## src/rtl/serial_smul_pkg.sv

```systemverilog
package serial_smul_pkg;

  typedef enum logic {
    ST_IDLE = 1'b0,
    ST_RUN  = 1'b1
  } smul_state_e;

endpackage

```

## src/rtl/smul_rst_sync.sv

```systemverilog
module smul_rst_sync (
  input  logic clk,
  input  logic arst_n,
  output logic rst_n
);

  logic [1:0] sync_q;
  logic [1:0] sync_d;

  always_comb begin
    sync_d = {sync_q[0], 1'b1};
  end

  always_ff @(posedge clk or negedge arst_n) begin
    if (!arst_n) sync_q <= 2'b00;
    else         sync_q <= sync_d;
  end

  assign rst_n = sync_q[1];

endmodule

```

## src/rtl/smul_ctl.sv

```systemverilog
module smul_ctl
  import serial_smul_pkg::*;
#(
  parameter int N = 8
) (
  input  logic clk,
  input  logic rst_n,
  input  logic start,
  output logic load,
  output logic step,
  output logic last,
  output logic done
);

  localparam int CW = (N > 2) ? $clog2(N) : 1;
  localparam logic [CW-1:0] LAST_IDX = CW'(N - 1);

  smul_state_e state_q, state_d;
  logic [CW-1:0] cnt_q, cnt_d;
  logic done_q, done_d;
  logic cnt_en;

  assign load = start && (state_q == ST_IDLE);
  assign step = (state_q == ST_RUN);
  assign last = step && (cnt_q == LAST_IDX);

  always_comb begin
    state_d = state_q;
    cnt_en  = 1'b0;
    cnt_d   = cnt_q;
    done_d  = 1'b0;
    case (state_q)
      ST_IDLE: begin
        if (start) begin
          state_d = ST_RUN;
          cnt_en  = 1'b1;
          cnt_d   = '0;
        end
      end
      ST_RUN: begin
        cnt_en = 1'b1;
        if (cnt_q == LAST_IDX) begin
          state_d = ST_IDLE;
          cnt_d   = '0;
          done_d  = 1'b1;
        end else begin
          cnt_d = cnt_q + CW'(1);
        end
      end
      default: state_d = ST_IDLE;
    endcase
  end

  always_ff @(posedge clk or negedge rst_n) begin
    if (!rst_n) begin
      state_q <= ST_IDLE;
      cnt_q   <= '0;
      done_q  <= 1'b0;
    end else begin
      state_q <= state_d;
      done_q  <= done_d;
      if (cnt_en) cnt_q <= cnt_d;
    end
  end

  assign done = done_q;

  // an accepted start leads to a running step on the next cycle
  a_r2_load_runs: assert property (@(posedge clk) disable iff (!rst_n)
    load |=> step);

  // the last step is followed by the done pulse and a return to idle
  a_r4_last_then_done: assert property (@(posedge clk) disable iff (!rst_n)
    last |=> (done && !step));

  // done is a single-cycle pulse
  a_r4_done_pulse: assert property (@(posedge clk) disable iff (!rst_n)
    done |=> !done);

endmodule

```

## src/rtl/smul_serializer.sv

```systemverilog
module smul_serializer #(
  parameter int N = 8
) (
  input  logic         clk,
  input  logic         rst_n,
  input  logic         load,
  input  logic         step,
  input  logic [N-1:0] din,
  output logic         bit_o
);

  logic [N-1:0] sr_q, sr_d;
  logic         sr_en;

  always_comb begin
    sr_en = load || step;
    if (load) sr_d = din;
    else      sr_d = {1'b0, sr_q[N-1:1]};
  end

  always_ff @(posedge clk or negedge rst_n) begin
    if (!rst_n)     sr_q <= '0;
    else if (sr_en) sr_q <= sr_d;
  end

  assign bit_o = sr_q[0];

  // the first bit presented is the LSB of the operand captured at start
  a_r10_capture: assert property (@(posedge clk) disable iff (!rst_n)
    load |=> (bit_o == $past(din[0])));

endmodule

```

## src/rtl/smul_datapath.sv

```systemverilog
module smul_datapath #(
  parameter int N = 8
) (
  input  logic         clk,
  input  logic         rst_n,
  input  logic         load,
  input  logic         step,
  input  logic         last,
  input  logic         mbit,
  input  logic [N-1:0] mcand,
  output logic         pbit,
  output logic         pvld,
  output logic [N-1:0] hi
);

  localparam int AW = N + 1;
  localparam int SW = N + 2;

  logic [N-1:0]  mc_q;
  logic [AW-1:0] acc_q, acc_d;
  logic          pbit_q, pbit_d;
  logic          pvld_q, pvld_d;
  logic [SW-1:0] mc_ext, acc_ext, addend, sum;
  logic          acc_en;

  always_comb begin
    mc_ext  = {{2{mc_q[N-1]}}, mc_q};
    acc_ext = {acc_q[AW-1], acc_q};
    if (!mbit)     addend = '0;
    else if (last) addend = (~mc_ext) + SW'(1);
    else           addend = mc_ext;
    sum    = acc_ext + addend;
    acc_en = load || step;
    if (load) acc_d = '0;
    else      acc_d = sum[SW-1:1];
    pbit_d = step ? sum[0] : 1'b0;
    pvld_d = step;
  end

  always_ff @(posedge clk or negedge rst_n) begin
    if (!rst_n) begin
      mc_q   <= '0;
      acc_q  <= '0;
      pbit_q <= 1'b0;
      pvld_q <= 1'b0;
    end else begin
      if (load)   mc_q  <= mcand;
      if (acc_en) acc_q <= acc_d;
      pbit_q <= pbit_d;
      pvld_q <= pvld_d;
    end
  end

  assign pbit = pbit_q;
  assign pvld = pvld_q;
  assign hi   = acc_q[N-1:0];

  // a zero multiplier bit emits the bit already at the bottom of the sum
  a_r3_zero_bit: assert property (@(posedge clk) disable iff (!rst_n)
    (step && !mbit) |=> (pbit == $past(acc_q[0])));

  // a valid bit follows every step and nothing else
  a_r2_vld_follows_step: assert property (@(posedge clk) disable iff (!rst_n)
    step |=> pvld);

  // a fresh operation starts from an empty partial sum
  a_r2_clear_on_load: assert property (@(posedge clk) disable iff (!rst_n)
    load |=> (acc_q == '0));

endmodule

```

## src/rtl/serial_smul.sv

```systemverilog
module serial_smul #(
  parameter int N = 8
) (
  input  logic         clk,
  input  logic         arst_n,
  input  logic         start,
  input  logic [N-1:0] mcand,
  input  logic [N-1:0] mplier,
  output logic         prod_bit,
  output logic         prod_bit_vld,
  output logic         done,
  output logic [N-1:0] prod_hi
);

  logic rst_n;
  logic load, step, last, mbit;

  smul_rst_sync u_rst (
    .clk    (clk),
    .arst_n (arst_n),
    .rst_n  (rst_n)
  );

  smul_ctl #(.N(N)) u_ctl (
    .clk   (clk),
    .rst_n (rst_n),
    .start (start),
    .load  (load),
    .step  (step),
    .last  (last),
    .done  (done)
  );

  smul_serializer #(.N(N)) u_ser (
    .clk   (clk),
    .rst_n (rst_n),
    .load  (load),
    .step  (step),
    .din   (mplier),
    .bit_o (mbit)
  );

  smul_datapath #(.N(N)) u_dp (
    .clk   (clk),
    .rst_n (rst_n),
    .load  (load),
    .step  (step),
    .last  (last),
    .mbit  (mbit),
    .mcand (mcand),
    .pbit  (prod_bit),
    .pvld  (prod_bit_vld),
    .hi    (prod_hi)
  );

  // done coincides with the final valid product bit
  a_r4_done_with_vld: assert property (@(posedge clk) disable iff (!rst_n)
    done |-> prod_bit_vld);

  // no valid bit in the cycle after done unless a step is running
  a_r2_quiet_after_done: assert property (@(posedge clk) disable iff (!rst_n)
    (done && !start) |=> !prod_bit_vld);

  // outputs quiet during reset
  a_r1_reset_quiet: assert property (@(posedge clk)
    !rst_n |-> (!prod_bit_vld && !done));

endmodule

```

## config.mk

```make
export PLATFORM = sky130hd
export DESIGN_NAME = serial_smul
export DESIGN_NICKNAME = d
export VERILOG_FILES = /design/src/rtl/serial_smul_pkg.sv /design/src/rtl/smul_rst_sync.sv /design/src/rtl/smul_ctl.sv /design/src/rtl/smul_serializer.sv /design/src/rtl/smul_datapath.sv /design/src/rtl/serial_smul.sv
export SDC_FILE = /design/constraint.sdc
export NUM_CORES = 1
export LEC_CHECK = 0
export ABC_AREA = 1
export BUFFER_PORTS_ARGS = -buffer_cell sky130_fd_sc_hd__buf_4
export CORE_ASPECT_RATIO = 2
export CORE_MARGIN = 4
export CORE_UTILIZATION = 50
export DETAILED_ROUTE_END_ITERATION = 16
export GPL_TIMING_DRIVEN = 0
export PLACE_DENSITY = 0.83
export SETUP_SLACK_MARGIN = 0.1
export SKIP_LAST_GASP = 1
export SLEW_MARGIN = 0
export SYNTH_ARGS = -nofsm -noshare
export SYNTH_HDL_FRONTEND = slang
export SYNTH_HIERARCHICAL = 1
export SYNTH_SLANG_ARGS = --single-unit
```

## constraint.sdc

```tcl
create_clock -name clk -period 1.4 [get_ports clk]
set_input_delay 0.14 -clock clk [delete_from_list [all_inputs] [get_ports clk]]
set_output_delay 0.14 -clock clk [all_outputs]
set_load 0.02 [all_outputs]
```

# Word-level counts from Yosys, hierarchy flattened
# Index checks and enable logic that the tools add are counted.
# classes
n_addsub	3
n_eq_ne	2
muxes	14
n_bitwise	2
n_reduce_logical	4
# ops
operator	n
10-bit 2-to-1 mux	2
10-bit by 1-bit adder with 10-bit output (second input constant)	1
10-bit adder	1
10-bit inverter	1
9-bit 2-to-1 mux	1
8-bit 2-to-1 mux	1
3-bit 2-to-1 mux	2
3-bit case mux with 2 select lines	1
1-bit 2-to-1 mux	5
1-bit case mux with 2 select lines	2
3-bit by 1-bit adder with 3-bit output (second input constant)	1
3-bit equality test (second input constant)	1
1-bit logical AND	2
2-bit inequality test (second input constant)	1
2-bit AND reduction	1
1-bit logical OR	1
1-bit inverter	1
# word_totals
ff_bits	34
output_inout_bits	11
elab_cells	34

# Depth between registers and ports, before layout
# Gate-level depths: netlist of the first run.
# logic_depth
ltp_word	6
depth_mapped	20
mapped_depth_nobuf	20

# Modules after synthesis
# Netlist of the first run, hierarchy kept.
# modules_own_cells
module	instances	cells_each	area_per_inst_um2
smul_datapath	1	187	1421.4
smul_serializer	1	43	376.6
smul_ctl	1	25	230.2
smul_rst_sync	1	3	53.8

# Worst setup path before layout of the first run
# Ideal clock, no wire load.
# synth_timing
path_type	flip-flop to flip-flop
startpoint	register u_ctl.cnt_q[0]
endpoint	register u_dp.acc_q[8]
setup_time_ns	0.117
t_arrival_ns	2.257
required_time_ns	1.283
setup_slack_ns	-0.975
stages_incl_launch_ff	20
synth_period_minus_slack_ns	2.375
path_cell_list	dfrtp_1 > ha_1 > ha_1 > nand2_1 > inv_1 > inv_1 > nor2_1 > o21ai_0 > a21oi_1 > ha_1 > nand2_1 > nand2_2 > nand2_2 > nand2_1 > nand2_1 > nand2_1 > nor2_1 > nand3_1 > nand3_1 > nand2_1
# synth_via
elab_chain_cells	6
# synth_lines
item	line	rtl
from (decl)	smul_ctl.sv:19	logic [CW-1:0] cnt_q, cnt_d;
from (signal assigned)	smul_ctl.sv:62	if (cnt_en) cnt_q <= cnt_d;
3-bit equality test	smul_ctl.sv:25	assign last = step && (cnt_q == LAST_IDX);
1-bit logical AND	smul_ctl.sv:25	
net last	serial_smul.sv:16	logic load, step, last, mbit;
10-bit 2-to-1 mux	smul_datapath.sv:30	else if (last) addend = (~mc_ext) + SW'(1);
10-bit 2-to-1 mux	smul_datapath.sv:29	if (!mbit) addend = '0;
10-bit adder	smul_datapath.sv:32	sum = acc_ext + addend;
9-bit 2-to-1 mux	smul_datapath.sv:34	if (load) acc_d = '0;
to (signal assigned)	smul_datapath.sv:43	acc_q <= '0;
to (signal assigned)	smul_datapath.sv:48	if (acc_en) acc_q <= acc_d;
to (decl)	smul_datapath.sv:20	logic [AW-1:0] acc_q, acc_d;
# The timed path passes the listed nets, and every way through them passes these cells.
# A chain may end at the register's enable or synchronous reset.

# Final worst setup path of the first run
# layout_timing
startpoint	register u_dp.mc_q[1]
endpoint	register u_dp.acc_q[8]
# layout_via
elab_chain_cells	6
# layout_lines
item	line	rtl
from (decl)	smul_datapath.sv:19	logic [N-1:0] mc_q;
from (signal assigned)	smul_datapath.sv:47	if (load) mc_q <= mcand;
10-bit inverter	smul_datapath.sv:30	
10-bit by 1-bit adder with 10-bit output	smul_datapath.sv:30	
10-bit 2-to-1 mux *	smul_datapath.sv:30	
10-bit 2-to-1 mux *	smul_datapath.sv:29	
10-bit adder *	smul_datapath.sv:32	
9-bit 2-to-1 mux *	smul_datapath.sv:34	
# Mark *: on every way between the ends. The rest lies on a longest branch, timed or not.

==> impl_results.md, run 1 <==
- Total number of yosys warnings: 6
- Placed Cells incl. Taps: roughly 340
- Cell Chain, Critical Path: buf_4, nor2_2, nand2_2, nor3_2, o21a_1, nor3_2, ha_1, nand2_2, nor2_4, buf_4, nand2_1, nand2_1, nor2_4, nand3_2, nand3_2, nand2_1
- Register share of total power: 24.8%
- Worst setup path endpoint: u_dp/acc_q[8]
- Initial Util: 51.5%
- Iteration-0 DRC Markers: 91
- Fraction of power consumed by combinational cells: roughly two thirds
- Leak Pwr: about 1.6 nW
- Pin count of the biggest net entering global routing: 33
- Setup-violating endpoint count in the final report: 10
- Area contributors post-synth: sky130_fd_sc_hd__dfrtp_1, sky130_fd_sc_hd__nand2_1, sky130_fd_sc_hd__ha_1
- Number of primary I/O pins: 30
- Cell-internal power: around 4.2 mW
- Setup slack of the worst register-to-register path: -1.16 ns
- Routed length per instance: between 15 and 20 microns
- Most used cells in the layout excluding fill and tap cells: sky130_fd_sc_hd__buf_4, sky130_fd_sc_hd__nand2_1, sky130_fd_sc_hd__dfrtp_1, sky130_fd_sc_hd__inv_1, sky130_fd_sc_hd__nand3_1
- Number of inserted diodes: 0
- Startpoint-to-endpoint class of the critical path: reg -> reg
- First drt pass iteration count: 4
- Clock network fraction of design power: between 10% and 20%
- Cts bufs inserted: 5
- Post-placement cell area: about 0.0024 sq mm
- # H-tree levels: 2
- Power Total: 7.52 mW
- Number of distinct library cells after synthesis: 34
- Result of the run: complete, but fails checks
- Unrepaired setup endpoints after global routing: true
- Timing-limited maximum frequency: roughly 400 MHz
- Final clock skew: 0.00974 ns
- Arrival time at the worst endpoint: approximately 2.8 ns
- Count of filler cells inserted in the layout: approximately 260
- Sinks on the clock net: 34
- Max Cap Violations: 0
- Core occupancy in the finished layout: 79.3%
- Slew of the pin with the lowest slew margin: ~0.73 ns
- CP Max Fanout: 4
- Total number of placement rows: 33
- Final worst-path setup slack: -1.16 ns
- Avg Cell Area, Syn: ~8 sq um
- Register bit count reported by yosys: 34
- Worst hold margin: roughly 0.060 ns
- All-Layer GR Usage: between 20% and 30%
- Post-Synthesis Cells: roughly 260
- Leading cell type in the layout, fill and taps excluded: sky130_fd_sc_hd__buf_4
- Average via count per standard cell: about 5.4
- Worst Setup End Kind: flip-flop
- Post-layout instance area: 0.00321 sq mm
- Area growth from synthesis to final layout: 54.0%
- Layout cells sized above 1: 48.1%
- Clock slew at the register clock pins of the worst setup and hold paths: about 0.08 ns
- Number of hold violations in the final report: 0
- I/O Buffers: 29
- Number of global-route vias before repair: about 2000
- Source-to-sink clock delay at the later pin of the worst-skew pair: ~0.30 ns
- Drc violations: 0
- Total length of routed wires: 6.49 mm
- Clock tree root driver cell: sky130_fd_sc_hd__clkbuf_8
- Clock tree from TritonCTS: yes
- Count of placed standard cells in the final layout, fillers left out: 387
- Period Utilization, post-route: 183%
- Maximum root-to-sink buffer count: 2
- Sw frac: between 40 and 50%
- Most used cell along the critical path: sky130_fd_sc_hd__nand2_1
- Combined flip-flop and latch cell area: 853 sq um
- Final ANT Viol Nets: 0
- Startpoint of the worst-slack reg-to-reg timing path: u_dp/mc_q[1]
- Number of antenna violations at the first check in global routing: 0
- Worst hold path class: in -> reg
- Tmin final: between 2 and 3 ns
- Net count of the mapped netlist: 291
- Max incr delay on CP: 0.40 ns
- Number of nets in the finished design: ~370
- Standard cell with the maximum stage delay on the critical path: sky130_fd_sc_hd__dfrtp_1
- Startpoint class of the critical path: flip-flop
- RePlAce Congestion: approximately 0.9
- Switch Pwr: between 3 and 4 mW
- Std-Cell Core Area: ~0.0040 sq mm
- Sequential cell area fraction in the yosys report: about two fifths
- Mapped Area: between 0.002 and 0.0025 sq mm
- Capture point of the worst reg-to-reg path: u_dp/acc_q[8]
- Half-perimeter wire length of the detailed placement result: 3.38 mm
- Final Slew Violations: 0
- Area taken by multi-input logic gates: 0.00137 sq mm
- Leftover overflow at the end of global routing: 0
- Vias: ~2100
- Global-route wire length before repair: 8.88 mm
- Post-synth top area cell: sky130_fd_sc_hd__dfrtp_1
- Pwr Density: roughly 2300 mW/mm^2
- Chip Height: roughly 99 microns
- Endpoint required time on the critical path: around 1.6 ns
- Die Wd: 53.6 microns
- Die Outline Area: 0.00532 sq mm
- Remaining max-slew budget at the tightest pin: approximately half
- Worst VDD drop: 1660 uV
- Share of Yosys cell area claimed by the top area cell type: around 41%
- Violated checks: setup timing
- Number of cells on the worst reg-to-reg path: 16
- Worst setup path startpoint: u_dp/mc_q[1]
## metrics by stage
stage	TNS (ns)	worst slack, ns
final	-8.43	-1.16
after global routing	-9.44	-1.30
after CTS	-7.52	-1.04
after detailed placement	-10.29	-1.20
after global placement	-8.72	-1.15
after floorplan	-6.24	-0.823
## cells in the mapped netlist
library cell	instances
sky130_fd_sc_hd__inv_1	28
sky130_fd_sc_hd__nand4_1	3
sky130_fd_sc_hd__conb_1	1
sky130_fd_sc_hd__ha_1	13
sky130_fd_sc_hd__nor2_1	12
sky130_fd_sc_hd__a21oi_1	9
sky130_fd_sc_hd__o41ai_1	1
sky130_fd_sc_hd__buf_2	1
sky130_fd_sc_hd__xor2_1	1
sky130_fd_sc_hd__a31o_2	1
sky130_fd_sc_hd__a21oi_2	1
sky130_fd_sc_hd__o21ai_1	1
sky130_fd_sc_hd__inv_2	2
sky130_fd_sc_hd__fa_1	1
sky130_fd_sc_hd__o21ai_0	21
sky130_fd_sc_hd__nor3_1	3
sky130_fd_sc_hd__a31oi_1	1
sky130_fd_sc_hd__o31ai_2	1
sky130_fd_sc_hd__and2_1	1
sky130_fd_sc_hd__nor2_2	4
sky130_fd_sc_hd__buf_4	9
sky130_fd_sc_hd__buf_6	1
sky130_fd_sc_hd__nand3_1	21
sky130_fd_sc_hd__nand2_2	6
sky130_fd_sc_hd__dfrtp_1	34
sky130_fd_sc_hd__nand2_1	69
sky130_fd_sc_hd__a21o_1	2
sky130_fd_sc_hd__nand3_2	1
sky130_fd_sc_hd__nor2_8	2
sky130_fd_sc_hd__a22o_1	1
sky130_fd_sc_hd__a21oi_4	1
sky130_fd_sc_hd__o21a_1	1
sky130_fd_sc_hd__clkbuf_1	1
sky130_fd_sc_hd__xnor2_1	3
## power groups by stage
stage | logic, mW | clock network [mW] | registers [mW]
6_report | 4.88 | 0.774 | 1.87
5_1_grt | 5.25 | 0.839 | 1.90
4_1_cts | 3.69 | 0.778 | 1.78
3_5_place_dp | 2.84 | 0 | 1.79
3_3_place_gp | 2.74 | 0 | 1.76
2_1_floorplan | 2.13 | 0 | 1.73
## critical path, delay by kind of cell (launching register included)
family | cells | cell delay [ns]
fa+ha+maj | 1 | 0.33
compound gates | 1 | 0.20
flops | 1 | 0.40
buf+inv | 2 | 0.27
simple gates | 12 | 1.26
## flip-flops by register name, summed over array words and instances (netlist names)
name and count:
u_ctl/cnt_q 3, u_ctl/done 1, u_ctl/step 1, u_dp/acc_q 9, u_dp/mc_q 8, u_dp/pbit 1
u_dp/pvld 1, u_rst/sync_q 2, u_ser/sr_q 8
## layer usage
layer / up-vias / global-route usage (%) / wire (microns)
li1: 980 / - / -
met4: 0 / 14.2 / 315
met1: 1010 / 22.2 / 2200
met5: - / 0 / 0
met3: 28 / 3.15 / 293
met2: 84 / 41.2 / 3680
## timing repair
action,CTS,global route
hold buffers,1,0
setup buffers,16,23
setup endpoints to repair,54,24
pin swaps,27,39
gates resized for setup,45,53
cloned,0,1
endpoints found under the hold margin,2,0
## final cells by class
cell class / instances / area share, %
timing repair buffer: 69 / 18.1
tap: 52 / 2.03
multi-input combinational: 182 / 42.6
sequential: 34 / 26.6
clock inverter: 1 / 0.156
buffer: 12 / 3.67
clock buffer: 7 / 2.69
inverter: 30 / 4.21
## cell families (layout without fill, tap and decap cells)
family                     Yosys count  in the layout  share of synthesized area (%)
adders and majority gates           14             14                           8.77
DFF                                 34             34                           40.9
buffers and inverters               42            119                           9.61
AOI/OAI and AO/OA                   41             41                           11.9
other                                1              1                          0.180
and+or+nand+nor                    122            122                           27.0
xor gates and xnor gates             4              4                           1.68
## how the worst min path moves through the flow
stage                         start              end  slack [ns]  depth (start not counted)
after detailed placement     arst_n  u_rst/sync_q[1]       -0.08                          1
after CTS                 mplier[7]    u_ser/sr_q[7]        0.06                          3
after global placement       arst_n  u_rst/sync_q[0]       -0.08                          1
after floorplan              arst_n  u_rst/sync_q[0]       -0.16                          0
after global routing      mplier[0]    u_ser/sr_q[0]        0.07                          3
final                     mplier[6]    u_ser/sr_q[6]        0.06                          3
No activity file was read; power rests on OpenSTA's default activity.
==> run 2: changes to the inputs <==
--- a/config.mk
+++ b/config.mk
@@ -6,13 +6,14 @@
 export NUM_CORES = 1
 export LEC_CHECK = 0
 export ABC_AREA = 1
-export BUFFER_PORTS_ARGS = -buffer_cell sky130_fd_sc_hd__buf_4
 export CORE_ASPECT_RATIO = 2
 export CORE_MARGIN = 4
 export CORE_UTILIZATION = 50
 export DETAILED_ROUTE_END_ITERATION = 16
+export DONT_BUFFER_PORTS = 1
 export GPL_TIMING_DRIVEN = 0
-export PLACE_DENSITY = 0.83
+export PLACE_DENSITY = 0.77
+export REMOVE_ABC_BUFFERS = 1
 export SETUP_SLACK_MARGIN = 0.1
 export SKIP_LAST_GASP = 1
 export SLEW_MARGIN = 0
==> run 2 against run 1 <==
Net effect:
- die area unchanged
- the run still ends with setup timing left
- clock-buffer cell count shrank 1
- maximum frequency is 2.0% lower
- final area fell by 1.2%
- register-to-register slack worse by 0.05 ns
- utilization down 0.93 points
- largest power group unchanged
- clock skew rose by 0.0043 ns
==> impl_results.md, run 2 (same netlist as run 1, synthesis figures left out) <==
- Clock tree root driver cell: sky130_fd_sc_hd__clkbuf_8
- Unrepaired setup endpoints after global routing: true
- Register with the most flip-flops: u_dp/acc_q
- All-Layer GR Usage: 28.6%
- Most used cells in the layout excluding fill and tap cells: sky130_fd_sc_hd__nand2_1, sky130_fd_sc_hd__dfrtp_1, sky130_fd_sc_hd__buf_4, sky130_fd_sc_hd__inv_1, sky130_fd_sc_hd__dlygate4sd3_1
- Number of global-route vias before repair: between 2000 and 2500
- Final ANT Viol Nets: 0
- Count of filler cells inserted in the layout: approximately 230
- Remaining max-slew budget at the tightest pin: about half
- Std-Cell Core Area: just over 0.004 sq mm
- # H-tree levels: 2
- Number of antenna violations at the first check in global routing: 0
- Max Cap Violations: 0
- Pwr Density: approximately 2400 mW/mm^2
- Startpoint-to-endpoint class of the critical path: reg -> reg
- Number of hold violations in the final report: 0
- Number of inserted diodes: 0
- Iteration-0 DRC Markers: 181
- Pin count of the biggest net entering global routing: 33
- Startpoint class of the critical path: flip-flop
- Worst VDD drop: approximately 1900 uV
- Timing-limited maximum frequency: 382 MHz
- Half-perimeter wire length of the detailed placement result: 3.26 mm
- Result of the run: complete, but fails checks
- Initial Util: about half
- Area growth from synthesis to final layout: 52.2%
- CP Max Fanout: 3
- Post-placement cell area: 0.00209 sq mm
- Biggest registers after layout: u_dp/acc_q (9), u_dp/mc_q (8), u_ser/sr_q (8)
- Tmin final: ~2.6 ns
- Slew of the pin with the lowest slew margin: between 0.7 and 0.8 ns
- Final worst-path setup slack: -1.22 ns
- Worst hold path class: in -> async
- Leading cell type in the layout, fill and taps excluded: sky130_fd_sc_hd__nand2_1
- Chip Height: 99.3 microns
- Number of nets in the finished design: 350
- Die Wd: approximately 54 microns
- Drc violations: 0
- First drt pass iteration count: 5
- Arrival time at the worst endpoint: between 2 and 3 ns
- Final Slew Violations: 0
- I/O Buffers: 0
- Source-to-sink clock delay at the later pin of the worst-skew pair: 0.30 ns
- Total number of placement rows: 33
- Period Utilization, post-route: 187%
- Power Total: 7.48 mW
- RePlAce Congestion: 0.913
- Leak Pwr: roughly 1.5 nW
- Leftover overflow at the end of global routing: 0
- Worst Setup End Kind: flip-flop
- Final clock skew: 0.0140 ns
- Setup-violating endpoint count in the final report: 19
- Maximum root-to-sink buffer count: 2
- Cts bufs inserted: 5
- Sinks on the clock net: 34
- Die Outline Area: approximately 0.0053 sq mm
- Average via count per standard cell: ~6.2
- Violated checks: setup timing
- Setup slack at placement: -1.55 ns
- Number of primary I/O pins: 30
- Clock tree from TritonCTS: yes
- Routed length per instance: around 23 microns
- Total length of routed wires: roughly 8.3 mm
- Max reg flops: 9
- Global-route wire length before repair: between 10 and 15 mm
- Clock slew at the register clock pins of the worst setup and hold paths: 0.09 ns
- Vias: 2299
- Layout cells sized above 1: a little over two fifths
- Core occupancy in the finished layout: about four fifths
- Post-layout instance area: about 0.0032 sq mm
- Endpoint required time on the critical path: about 1.6 ns
==> run 2: worst max-delay path, stage by stage, from the launching register on <==
cell and delay (ns):
sky130_fd_sc_hd__dfrtp_1 0.43, sky130_fd_sc_hd__ha_4 0.19, sky130_fd_sc_hd__ha_4 0.17, sky130_fd_sc_hd__nand2_4 0.11
sky130_fd_sc_hd__buf_6 0.12, sky130_fd_sc_hd__clkinvlp_4 0.10, sky130_fd_sc_hd__nand2_2 0.11, sky130_fd_sc_hd__nand2_4 0.07
sky130_fd_sc_hd__o41ai_4 0.07, sky130_fd_sc_hd__ha_1 0.34, sky130_fd_sc_hd__nand2_2 0.12, sky130_fd_sc_hd__a21oi_2 0.04
sky130_fd_sc_hd__nor2_1 0.18, sky130_fd_sc_hd__nand2_2 0.09, sky130_fd_sc_hd__nor2_4 0.14, sky130_fd_sc_hd__nand3_2 0.10
sky130_fd_sc_hd__nand3_2 0.07, sky130_fd_sc_hd__nand2_1 0.05
==> run 2: worst paths after layout <==
| kind | from | endpoint | slack (ns) | depth (start not counted) |
|---|---|---|---|---|
| max in group asynchronous | u_rst/sync_q[1] | u_ctl/step | 0.55 | 0 |
| min in group clk | start | u_dp/mc_q[1] | 0.34 | 4 |
| worst min register to register | u_rst/sync_q[1] | u_ctl/cnt_q[1] | 0.33 | 0 |
| worst max-delay path | u_ctl/cnt_q[0] | u_dp/acc_q[8] | -1.22 | 17 |
| worst max register to register | u_ctl/cnt_q[0] | u_dp/acc_q[8] | -1.22 | 17 |
| worst min-delay path | arst_n | u_rst/sync_q[0] | 0.08 | 1 |
==> run 2: power by group <==
part / internal [mW] / switching, mW
Combinational: 2.07 / 2.47
Clock: 0.406 / 0.434
Sequential: 1.41 / 0.700
Total: 3.88 / 3.60
==> run 2: area by class of cell <==
cell class,instances,area (sq um),share of cell area [%]
sequential,34,856,27.0
inverter,30,130,4.11
clock inverter,2,16.3,0.513
timing repair inverter,1,7.51,0.237
multi-input combinational,182,1390,43.7
clock buffer,6,82.6,2.61
timing repair buffer,63,627,19.8
tap,52,65.1,2.05
==> run 2: repair_timing <==
item,in CTS,in global routing
setup buffers,34,13
gates cloned,2,0
endpoints found under the hold margin,20,0
pin swaps,23,48
gates resized for setup,57,66
hold buffers,18,0
endpoints found under the setup margin,59,30
==> run 2: per-layer routing <==
metal,share of wire (%),vias to the layer above,track usage [%]
met2,51,175,50.8
met1,33,1110,29.1
met3,7.1,65,4.65
met5,0,-,0
met4,8.4,0,18.1
li1,-,949,-
==> run 2: stage by stage <==
stage / cells / TNS [ns] / hold WS [ns]
2_1_floorplan: 246 / -24.00 / -0.156
3_3_place_gp: 298 / -38.73 / -0.156
3_5_place_dp: 299 / -17.85 / -0.156
4_1_cts: 361 / -9.46 / 0.0662
5_1_grt: 370 / -10.86 / 0.0712
6_report: 370 / -9.57 / 0.0776
